--- config.mk ---
export PLATFORM = sky130hd
export DESIGN_NAME = lookahead_status_gen
export DESIGN_NICKNAME = d
export VERILOG_FILES = /design/src/rtl/lookahead_pkg.sv /design/src/rtl/la_operand_cond.sv /design/src/rtl/la_bit_pg.sv /design/src/rtl/la_prefix_chain.sv /design/src/rtl/lookahead_status_gen.sv
export SDC_FILE = /design/constraint.sdc
export NUM_CORES = 1
export LEC_CHECK = 0
export BUFFER_PORTS_ARGS = -buffer_cell sky130_fd_sc_hd__buf_4
export CORE_ASPECT_RATIO = 2
export CORE_MARGIN = 2
export CORE_UTILIZATION = 57
export DETAILED_ROUTE_END_ITERATION = 8
export GPL_ROUTABILITY_DRIVEN = 1
export PLACE_DENSITY = 0.86
export SLEW_MARGIN = 20
export SYNTH_ARGS = -nofsm -noshare
export SYNTH_HDL_FRONTEND = slang
export SYNTH_SLANG_ARGS = --single-unit
--- constraint.sdc ---
create_clock -name vclk -period 2.76
set_clock_uncertainty 0.15 [all_clocks]
set_input_delay 0.276 -clock vclk [all_inputs]
set_output_delay 0.276 -clock vclk [all_outputs]
set_load 0.01 [all_outputs]
--- src/rtl/lookahead_pkg.sv ---
package lookahead_pkg;
  typedef enum logic [2:0] {
    FN_CLEAR  = 3'b000,
    FN_NAPLB  = 3'b001,
    FN_APLNB  = 3'b010,
    FN_ADD    = 3'b011,
    FN_XOR    = 3'b100,
    FN_OR     = 3'b101,
    FN_AND    = 3'b110,
    FN_PRESET = 3'b111
  } fn_e;
endpackage

--- src/rtl/la_operand_cond.sv ---
module la_operand_cond
  import lookahead_pkg::*;
#(
  parameter int WIDTH = 16
) (
  input  logic [WIDTH-1:0] opa,
  input  logic [WIDTH-1:0] opb,
  input  fn_e              fn,
  output logic [WIDTH-1:0] eff_a,
  output logic [WIDTH-1:0] eff_b,
  output logic             arith
);
  // pick the operand to invert from the function code
  always_comb begin
    eff_a = opa;
    eff_b = opb;
    arith = 1'b0;
    unique case (fn)
      FN_ADD:   arith = 1'b1;
      FN_NAPLB: begin arith = 1'b1; eff_a = ~opa; end
      FN_APLNB: begin arith = 1'b1; eff_b = ~opb; end
      default:  arith = 1'b0;
    endcase
  end
endmodule

--- src/rtl/la_bit_pg.sv ---
module la_bit_pg #(
  parameter int WIDTH = 16
) (
  input  logic [WIDTH-1:0] eff_a,
  input  logic [WIDTH-1:0] eff_b,
  output logic [WIDTH-1:0] bit_p,
  output logic [WIDTH-1:0] bit_g
);
  for (genvar i = 0; i < WIDTH; i++) begin : g_bit
    assign bit_p[i] = eff_a[i] | eff_b[i];
    assign bit_g[i] = eff_a[i] & eff_b[i];
  end
endmodule

--- src/rtl/la_prefix_chain.sv ---
module la_prefix_chain #(
  parameter int WIDTH = 16
) (
  input  logic [WIDTH-1:0] bit_p,
  input  logic [WIDTH-1:0] bit_g,
  input  logic             cin,
  output logic             grp_g,
  output logic             grp_p,
  output logic             c_msb,
  output logic             c_out
);
  localparam int TOP = WIDTH - 1;

  logic [WIDTH-1:0] run_g;
  logic [WIDTH-1:0] run_p;

  always_comb begin
    run_g[0] = bit_g[0];
    run_p[0] = bit_p[0];
    for (int i = 1; i < WIDTH; i++) begin
      run_g[i] = bit_g[i] | (bit_p[i] & run_g[i-1]);
      run_p[i] = bit_p[i] & run_p[i-1];
    end
  end

  assign grp_g = run_g[TOP];
  assign grp_p = run_p[TOP];
  assign c_msb = run_g[TOP-1] | (run_p[TOP-1] & cin);
  assign c_out = run_g[TOP] | (run_p[TOP] & cin);

  // a generated carry leaves the group regardless of cin
  always_comb begin
    assert_gen_forces_carry_R6: assert (!grp_g || c_out)
      else $error("group generate without carry out");
    // full propagate passes an incoming carry
    assert_prop_passes_carry_R7: assert (!(grp_p && cin) || c_out)
      else $error("propagated carry lost");
    // no generate and no full propagate means no carry
    assert_no_spurious_carry_R2: assert (grp_g || grp_p || !c_out)
      else $error("carry out without source");
  end
endmodule

--- src/rtl/lookahead_status_gen.sv ---
module lookahead_status_gen
  import lookahead_pkg::*;
#(
  parameter int WIDTH = 16
) (
  input  logic [WIDTH-1:0] opa,
  input  logic [WIDTH-1:0] opb,
  input  logic [2:0]       fsel,
  input  logic             cin,
  output logic             gen_n,
  output logic             prop_n,
  output logic             cout,
  output logic             ovf
);
  logic [WIDTH-1:0] eff_a, eff_b, bit_p, bit_g;
  logic             arith, grp_g, grp_p, c_msb, c_out;

  la_operand_cond #(.WIDTH(WIDTH)) u_cond (
    .opa(opa), .opb(opb), .fn(fn_e'(fsel)),
    .eff_a(eff_a), .eff_b(eff_b), .arith(arith)
  );

  la_bit_pg #(.WIDTH(WIDTH)) u_pg (
    .eff_a(eff_a), .eff_b(eff_b), .bit_p(bit_p), .bit_g(bit_g)
  );

  la_prefix_chain #(.WIDTH(WIDTH)) u_chain (
    .bit_p(bit_p), .bit_g(bit_g), .cin(cin),
    .grp_g(grp_g), .grp_p(grp_p), .c_msb(c_msb), .c_out(c_out)
  );

  // idle outputs for non-arithmetic codes; R5 overflow from top carries
  always_comb begin
    gen_n  = 1'b1;
    prop_n = 1'b1;
    cout   = 1'b0;
    ovf    = 1'b0;
    if (arith) begin
      gen_n  = ~grp_g;
      prop_n = ~grp_p;
      cout   = c_out;
      ovf    = c_msb ^ c_out;
    end
  end

  always_comb begin
    assert_idle_outputs_R8: assert (arith || (gen_n && prop_n && !cout && !ovf))
      else $error("non-arithmetic code drove status");
    assert_arith_codes_R1: assert (arith == (fsel inside {3'b001, 3'b010, 3'b011}))
      else $error("arithmetic decode mismatch");
  end
endmodule

==> Word-level counts from Yosys, hierarchy flattened <==
Cells that the tools add are included.
{ "totals": {"register_bits": 0, "input_bits": 36, "out_inout_bits": 4, "wordCells": 97} }
{ "classes": {"eq_ne": 3, "n_mux": 7, "bitwise": 86, "n_reduce_logical": 1} }
{ "op_table": {"columns": ["cell", "n"], "rows": [
  ["1-bit AND", 48],
  ["1-bit bitwise OR", 33],
  ["16-bit two-way mux", 2],
  ["16-bit NOT", 2],
  ["3-bit by 2-bit equality test with 1-bit output (second input constant)", 2],
  ["1-bit two-way mux", 5],
  ["3-bit by 1-bit equality test with 1-bit output (second input constant)", 1],
  ["3-bit OR reduction", 1],
  ["1-bit NOT", 2],
  ["1-bit XOR", 1]
]} }

==> Longest topological paths before layout <==
Gate-level depths: netlist (run 1).
{ "depth": {"ltp_word": 36, "depth_mapped": 12, "ltp_nobuf": 9} }

==> By module <==
A second synthesis (run 1) with hierarchy kept.
{ "hier_totals": {"hier_cells": 113, "area_unflattened_um2": 987.2} }
{ "modules_own_cells": {"columns": ["mod", "n_inst", "cells_per_inst", "area_per_inst_um2", "seq_area_each_um2"], "rows": [
  ["la_operand_cond", 1, 40, 525.5, 0.0],
  ["la_bit_pg", 1, 32, 220.2, 0.0],
  ["la_prefix_chain", 1, 36, 211.5, 0.0],
  ["lookahead_status_gen", 1, 5, 30.0, 0.0]
]} }

==> Worst setup path before layout (run 1) <==
No wires, ideal clock.
{ "synth_path": {"path_kind": "input to output", "from": "in fsel[1]", "to": "out cout", "arrival_ns": 2.088, "required_ns": 2.334, "setup_slack_ns": 0.246, "stages": 11, "path_buffers": 2, "cell_sequence": "buf_6 -> or3b_1 -> buf_6 -> xnor2_1 -> o32ai_1 -> a21oi_1 -> nor2b_1 -> and4b_1 -> and2_4 -> o22ai_1 -> a31oi_1"} }
{ "synth_between": {"elab_chain_len": 35, "word_cells_on_any_way": 87, "classes_between": "3 x eq/ne; 4 x mux; 79 x bitwise; 1 x reduce/logical"} }
{ "synth_rtl": {"columns": ["element", "line_no", "rtl"], "rows": [
  ["from (decl)", "lookahead_status_gen.sv:8", "input logic [2:0] fsel,"],
  ["3-bit by 1-bit equality test with 1-bit output / 3-bit by 2-bit equality test with 1-bit output (equally long branches)", "la_operand_cond.sv:18", "unique case (fn)"],
  ["16-bit two-way mux", "la_operand_cond.sv:18", null],
  ["1-bit bitwise OR / 1-bit AND (equally long branches)", "la_bit_pg.sv:10, la_bit_pg.sv:11", null],
  ["1-bit AND", "la_prefix_chain.sv:21", "run_g[i] = bit_g[i] | (bit_p[i] & run_g[i-1]);"],
  ["1-bit bitwise OR", "la_prefix_chain.sv:21", null],
  ["1-bit AND", "la_prefix_chain.sv:21", null],
  ["1-bit bitwise OR", "la_prefix_chain.sv:21", null],
  ["1-bit AND", "la_prefix_chain.sv:21", null],
  ["[... 19 more ...]", null, null],
  ["1-bit AND", "la_prefix_chain.sv:21", null],
  ["1-bit bitwise OR", "la_prefix_chain.sv:21", null],
  ["1-bit AND", "la_prefix_chain.sv:21", null],
  ["1-bit bitwise OR", "la_prefix_chain.sv:21", null],
  ["1-bit AND", "la_prefix_chain.sv:21", null],
  ["1-bit bitwise OR", "la_prefix_chain.sv:21", null],
  ["1-bit bitwise OR", "la_prefix_chain.sv:29", "assign c_out = run_g[TOP] | (run_p[TOP] & cin);"],
  ["1-bit two-way mux *", "lookahead_status_gen.sv:38", "if (arith) begin"],
  ["to (decl)", "lookahead_status_gen.sv:12", "output logic cout,"]
]} }
Mark *: on every way between the ends. The rest lies on a longest branch, timed or not.

==> Worst setup path in the final report (run 1) <==
{ "layout_path": {"from": "in fsel[0]", "to": "out cout"} }
Same word-level chain as after synthesis.

==> results.yml, run 1 <==
global_routing:
  grt_max_degree: 31
  track_usage_pct: 33.93
  gr-total-overflow: 0
  antenna_found_initial: 0
  use_met1_pct: 35.71
  top_usage_layer: "met2"
  use_met2_pct: 62.26
  grt_first_pass_wirelength_um: 8004
  first_global_vias: 1907
  use_met3_pct: 3.207
die:
  core_mm2: 0.002505
  die_x_um: 40.04
  rows: 26
  die-area_mm2: 0.003045
  initial_core_util_pct: 59.09
  io_pins: 40
  die_y_um: 76.07
logic_synthesis:
  yosysUniqueCellTypes: 55
  synth_commonest_cells: "20 x nand2_1, 15 x o21ai_0, 15 x o22ai_1"
  ys_top_cells_by_area: "o22ai_1 6.3%, nand2_1 5.1%, o21ai_0 5.1%, a21oi_1 4.7%, mux2i_1 4.7%"
  synth.avg_cell_area_um2: 6.219
  seq_area_frac_synth_pct: 0
  yosysTopAreaCellShare_pct: 6.340
  synth_cells: 238
  yosysMostFrequentCell: "nand2_1"
  syn_area_mm2: 0.001480
  yosysWarnings: 0
  synth_fp_nets: 274
  synth_top_area_cell: "o22ai_1"
critical_path:
  endpoint_kind: "primary output"
  crit_path_cell_trace: "buf_8 > buf_12 > buf_8 > buf_4 > nand3_1 > o21ai_1 > a221oi_2 > nand3_1 > o211a_1 > o21ai_4 > o22ai_2 > a31oi_1 > buf_4"
  required_ns: 2.33
  start_kind: "input pin"
  cp_data_arrival_time_ns: 2.42
  critPathKind: "in -> out"
  critPathMaxFanout: 7
  cp_slowest_stage_delay_ns: 0.30
  crit_slowest_cell: "o211a_1"
power:
  p_leak_nw: 0.8708
  internal-power_mw: 0.1855
  sw_frac_of_total_pct: 51.95
  pwr-share-comb_pct: 100.0
  clockPowerShare_pct: 0
  power_density_mw_per_mm2: 183.5
  p_switching_mw: 0.2005
  p_seq_share_pct: 0
  ir_worst_vdd_v: 0.0001501
drt:
  drc: 0
  ant_nets: 0
  drt_iter0_drc: 135
  wire_per_inst_um: 17.77
  vias_per_cell: 7.158
  vias: 2219
  first_pass_iters: 5
  wirelength_um: 5510
outcome:
  status: "complete, but fails checks"
  violations: "setup timing"
timing:
  setup_ws_ns: -0.08221
  drv_slew: 0
  fin_crit_sh_pct: 103.0
  worst_pin_slew_ns: 0.3573
  timing.final.setup_violations: 3
  hold_violations: 0
  fin_crit_ns: 2.842
  rsz0062_at_grt: "true"
  slew_headroom_pct: 76.00
  max_freq_ghz: 0.3518
place:
  gp_congestion: 0.9200
  io_buffers: 40
  hpwlAfterDp_um: 3435
  dp_cells: 297
  dpl_worst_slack_ns: -0.07343
layout:
  drive_gt1_share_pct: 34.40
  nFlopsAndLatches: 0
  layout.cells.non_filler: 310
  seqCellArea_um2: 0
  final_util_pct: 83.97
  diodes: 0
  fin_nets: 320
  num-clock-buffers: 0
  area_delta_synth_final_pct: 42.10
hold_path:
  min_path_type: "in -> out"
flow_run:
  maxCapViolCount: 0
## critical path: cells and delay by family
kind,cells,cell delay [ns]
AOI/OAI and AO/OA,6,1.21
buffers and inverters,5,0.66
and+or+nand+nor,2,0.27
## power groups by stage
stage	logic [mW]	clock network (mW)	registers, mW
after global routing	0.410	0	0
after CTS	0.338	0	0
after floorplan	0.194	0	0
final	0.386	0	0
after global placement	0.298	0	0
after detailed placement	0.306	0	0
## layout by cell type, fill, tap and decap left out, types with 3 or more instances in the layout
cell / instances
a211oi_1: 4
a21oi_1: 11
a21oi_2: 3
a22oi_1: 3
a31oi_1: 4
and2_1: 3
buf_12: 3
buf_4: 54
buf_6: 6
inv_1: 8
mux2i_1: 6
nand2_1: 20
nand2b_1: 7
nand3_1: 13
nand4_1: 3
nor2_1: 14
nor2b_1: 6
nor3_1: 11
o211ai_1: 5
o21ai_0: 11
o21ai_1: 4
o22ai_1: 12
o22ai_2: 3
xnor2_1: 6
## path summary, 6_finish.rpt
kind	depth (start not counted)	from	slack, ns	to
max	13	fsel[0]	-0.08	cout
min	5	cin	0.88	ovf
## repair_timing
action / in CTS / in global routing
setup buffers: 7 / 5
cloned: 2 / 0
hold buffers: 0 / 0
pin swaps: 8 / 20
endpoints found under the setup margin: 3 / 3
gates resized for setup: 19 / 25
## cell type report
class	instances	area [µm²]
Tap cell	28	35.03
Inverter	9	33.78
Fill cell	157	401.6
Timing Repair Buffer	66	595.6
Multi-Input combinational cell	207	1439
## metal layers
layer / vias to the layer above / part of all wire [%]
met5: - / 0
met4: 0 / 6.2
met3: 44 / 8.0
met2: 165 / 52
met1: 1005 / 34
li1: 1005 / -
## kinds of logic (layout without fill, tap and decap cells)
kind of cell / Yosys count / after routing / synth area share (%)
compound gates: 95 / 95 / 43.79
buf+inv: 31 / 75 / 11.58
xor+xnor: 9 / 9 / 5.326
simple gates: 96 / 96 / 34.57
mux: 7 / 7 / 4.734
## metrics by stage
stage	setup TNS (ns)	power [mW]	cell area, µm²	hold slack, ns
2_1_floorplan	0	0.1942	1480	0.6448
3_3_place_gp	-0.01329	0.2980	1813	0.8510
3_5_place_dp	-0.1200	0.3056	1813	0.8706
4_1_cts	-0.02923	0.3376	1991	0.8671
5_1_grt	-0.4126	0.4097	2103	0.8979
6_report	-0.1930	0.3860	2103	0.8830
(Power assumes the default switching activity.)
==> inputs of run 2 (changes only) <==
- ABC_AREA: unset -> 1
- CAP_MARGIN: unset -> 10
- CORE_ASPECT_RATIO: 2 -> unset
- CORE_UTILIZATION: 57 -> 48
- PLACE_DENSITY: 0.86 -> 0.85
==> results.yml, run 2 <==
layout:
  layout_common_cells: "43 x nand2_1, 43 x buf_4, 22 x xnor2_1, 16 x inv_1"
  nFlopsAndLatches: 0
  seqCellArea_um2: 0
  num-clock-buffers: 0
  drive_gt1_share_pct: 33.33
  diodes: 0
  area_delta_synth_final_pct: 47.91
  fin_nets: 209
  design_area_mm2: 0.001105
power:
  pwr-share-comb_pct: 100.0
  p_leak_nw: 0.6226
  ir_worst_vdd_v: 0.00009578
  clockPowerShare_pct: 0
  power_density_mw_per_mm2: 189.5
  sw_frac_of_total_pct: 47.19
  p_switching_mw: 0.09879
  p_seq_share_pct: 0
  internal-power_mw: 0.1105
logic_synthesis:
  synth.avg_cell_area_um2: 5.836
  synth_cells: 128
  ys_top_cells_by_area: "xnor2_1 28%, nand2_1 22%, inv_1 8.0%, o22a_1 5.9%, buf_12 5.4%"
  synth_top_area_cell: "xnor2_1"
  yosysWarnings: 0
  syn_area_um2: 747.0
  synth_commonest_cells: "43 x nand2_1, 24 x xnor2_1, 16 x inv_1"
  synth_fp_nets: 164
  seq_area_frac_synth_pct: 0
  yosysMostFrequentCell: "nand2_1"
  yosysUniqueCellTypes: 18
  yosysTopAreaCellShare_pct: 28.14
critical_path:
  critPathMaxFanout: 9
  endpoint_kind: "primary output"
  cp_data_arrival_time_ns: 2.10
  critPathKind: "in -> out"
  start_kind: "input pin"
  required_ns: 2.33
global_routing:
  grt_first_pass_wirelength_um: 2760
  track_usage_pct: 17.62
  gr-total-overflow: 0
  grt_max_degree: 18
  first_global_vias: 714
  antenna_found_initial: 0
timing:
  timing.final.setup_violations: 0
  timing.setup.tns_ns: 0
  max_freq_ghz: 0.3951
  drv_slew: 0
  slew_headroom_pct: 83.75
  fin_crit_sh_pct: 91.70
  worst_pin_slew_ns: 0.2418
  hold_violations: 0
  fin_crit_ns: 2.531
  holdWs_ns: 0.8604
  setup_ws_ns: 0.2290
drt:
  wirelength_um: 1770
  drc: 0
  first_pass_iters: 4
  vias: 873
  wire_per_inst_um: 9.465
  ant_nets: 0
  drt_iter0_drc: 16
  vias_per_cell: 4.668
die:
  initial_core_util_pct: 50.17
  io_pins: 40
  rows: 14
  die_x_um: 43.45
  die_y_um: 43.45
  core_mm2: 0.001489
  die-area_mm2: 0.001888
flow_run:
  maxCapViolCount: 0
clocking:
  holdBufCountCts: 0
place:
  io_buffers: 40
  hpwlAfterDp_um: 1419
  gp_congestion: 0.8024
  place_area_mm2: 0.001027
  dpl_worst_slack_ns: 0.1392
outcome:
  status: "finished, final reports clean"
hold_path:
  min_path_type: "in -> out"
  whs_path_depth: 6
[run 2: area by class of cell]
| cell class | count | area (µm²) |
|---|---|---|
| well taps | 16 | 20.02 |
| repair buffers | 45 | 362.8 |
| multi-input cells | 103 | 635.6 |
| fillers | 127 | 384.1 |
| inverters | 23 | 86.33 |
[run 2: cells by family after synthesis]
logic type,share of synthesized area [%]
xor+xnor,30.49
simple gates,40.87
compound gates,11.72
buf+inv,16.92
[run 2: critical path, cell delays in order]
cell and delay, ns:
buf_4 0.13, inv_2 0.10, nand3_4 0.17, buf_12 0.19
xnor2_1 0.19, o22a_1 0.19, o2111ai_1 0.11, nor3_1 0.22
nand2_1 0.11, nand4_1 0.13, nand2_1 0.06, nor2_1 0.09
buf_4 0.13
[run 2: power by group through the flow]
stage	Combinational [mW]	Clock, mW	Sequential, mW
2_1_floorplan	0.133	0	0
3_5_place_dp	0.198	0	0
6_report	0.209	0	0
5_1_grt	0.234	0	0
4_1_cts	0.199	0	0
3_3_place_gp	0.194	0	0
[run 2: what timing repair did]
action                                  4_1_cts  5_1_grt
setup buffers                                 0        5
endpoints found under the setup margin        0        3
gates resized for setup                       0        2
[run 2: through the flow]
| stage | power (mW) | cells | util, % |
|---|---|---|---|
| finish | 0.2093 | 187 | 74.20 |
| global route | 0.2339 | 187 | 74.20 |
| CTS | 0.1993 | 182 | 68.99 |
| detailed placement | 0.1981 | 182 | 68.99 |
| global placement | 0.1939 | 182 | 68.99 |
| floorplan | 0.1330 | 128 | - |
[run 2: worst paths after layout]
check	slack (ns)	start	endpoint
worst max-delay path	0.23	fsel[1]	ovf
worst min-delay path	0.86	cin	cout
[run 2: layer usage]
| metal | GRT usage [%] | share of wire [%] | vias to the layer above |
|---|---|---|---|
| li1 | - | - | 486 |
| met1 | 22.50 | 42 | 362 |
| met2 | 34.93 | 53 | 25 |
| met3 | 0 | 4.1 | 0 |
| met4 | 0 | 0 | 0 |
| met5 | 0 | 0 | - |
==> inputs of run 3 (changes only) <==
- CORE_MARGIN: 2 -> unset
- CORE_UTILIZATION: 48 -> 45
- PLACE_DENSITY: 0.85 -> 0.8
==> results.yml, run 3 (synthesis gave the netlist of run 2 again) <==
timing:
  rsz0062_at_grt: "false"
  worst_pin_slew_ns: 0.2434
  max_freq_ghz: 0.3972
  timing.final.setup_violations: 0
  hold_violations: 0
  setup_ws_ns: 0.2423
  fin_crit_ns: 2.518
  drv_slew: 0
  timing.setup.tns_ns: 0
  fin_crit_sh_pct: 91.22
  slew_headroom_pct: 83.66
drt:
  wire_per_inst_um: 9.707
  wl_met3_um: 82
  drc: 0
  wirelength_um: 1825
  vias: 909
  ant_nets: 0
  top_layer: "met4"
  drt_iter0_drc: 8
  route.met2.wl_um: 963
  wl_met1_um: 755
  vias_per_cell: 4.835
  first_pass_iters: 4
critical_path:
  endpoint_kind: "primary output"
  critPathMaxFanout: 5
  cp_data_arrival_time_ns: 2.09
  critPathKind: "in -> out"
  required_ns: 2.33
  start_kind: "input pin"
power:
  power_density_mw_per_mm2: 191.1
  ir_worst_vdd_v: 0.00009965
  p_leak_nw: 0.6126
layout:
  num-clock-buffers: 0
  fin_nets: 210
  seqCellArea_um2: 0
  nFillCells: 137
  diodes: 0
  drive_gt1_share_pct: 33.72
  layout_commonest_cell: "buf_4"
  nFlopsAndLatches: 0
  multi_input_area_um2: 645.6
  layout_common_cells: "45 x buf_4, 43 x nand2_1, 22 x xnor2_1, 16 x inv_1"
  area_delta_synth_final_pct: 45.90
global_routing:
  first_global_vias: 786
  grt_max_degree: 18
  grt_first_pass_wirelength_um: 2904
  track_usage_pct: 19.13
  gr-total-overflow: 0
  antenna_found_initial: 0
die:
  die_x_um: 42.74
  die-area_mm2: 0.001827
  core_mm2: 0.001524
  die_y_um: 42.74
  initial_core_util_pct: 49.01
  rows: 14
  io_pins: 40
hold_path:
  min_path_type: "in -> out"
  min_from: "cin"
  whs_path_depth: 6
  hold_end: "cout"
outcome:
  status: "finished, final reports clean"
place:
  gp_congestion: 0.7540
  hpwlAfterDp_um: 1424
  dpl_worst_slack_ns: 0.1165
  io_buffers: 40
flow_run:
  maxCapViolCount: 0
clocking:
  holdBufCountCts: 0
[run 3: changes by cell type in the layout (fill, tap and decap cells not counted), sizes merged]
cell   previous run  this run
nand3            10        11
[run 3: metrics by stage]
stage	instances	instance area (µm²)	power [mW]	hold WS [ns]	util (%)
6_report	188	1090	0.2083	0.8561	71.51
5_1_grt	188	1090	0.2340	0.8923	71.51
4_1_cts	182	1027	0.2000	0.8537	67.41
3_5_place_dp	182	1027	0.1990	0.8530	67.41
3_3_place_gp	182	1027	0.1942	0.8389	67.41
2_1_floorplan	128	747.0	0.1330	0.6547	-
[run 3: worst max-delay path: stages]
cell	delay, ns
buf_4	0.13
inv_2	0.12
nand3_2	0.17
buf_4	0.21
xnor2_1	0.18
o22a_1	0.19
o2111ai_1	0.11
nor3_1	0.22
nand2_1	0.11
nand4_1	0.12
nand2_1	0.06
nor2_1	0.08
buf_4	0.12
[run 3: repair_timing]
| item | in CTS | in global routing |
|---|---|---|
| setup buffers | 0 | 5 |
| endpoints found under the hold margin | 0 | 0 |
| gates resized for setup | 0 | 2 |
| endpoints found under the setup margin | 0 | 3 |
[run 3: per-layer routing]
layer  global-route usage [%]  vias to the layer above
li1                         -                      491
met1                    24.30                      391
met2                    37.58                       25
met3                        0                        2
met4                        0                        0
met5                        0                        -
[run 3: worst max-delay path by stage]
stage,from,endpoint,slack (ns),depth (start not counted)
4_1_cts,fsel[1],ovf,0.11,23
3_3_place_gp,fsel[1],ovf,0.20,23
2_1_floorplan,fsel[2],ovf,0.59,18
3_5_place_dp,fsel[1],ovf,0.12,23
5_1_grt,fsel[0],ovf,0.01,25
6_report,fsel[1],ovf,0.24,13
[run 3: cell type report]
class / instances / share of cell area, %
Inverter: 23 / 7.922
Timing Repair Buffer: 45 / 31.00
Tap cell: 16 / 1.837
Multi-Input combinational cell: 104 / 59.24
[run 3: power breakdown]
| group | internal (mW) | switching (mW) |
|---|---|---|
| logic | 0.108 | 0.100 |
| clock network | 0 | 0 |
| registers | 0 | 0 |
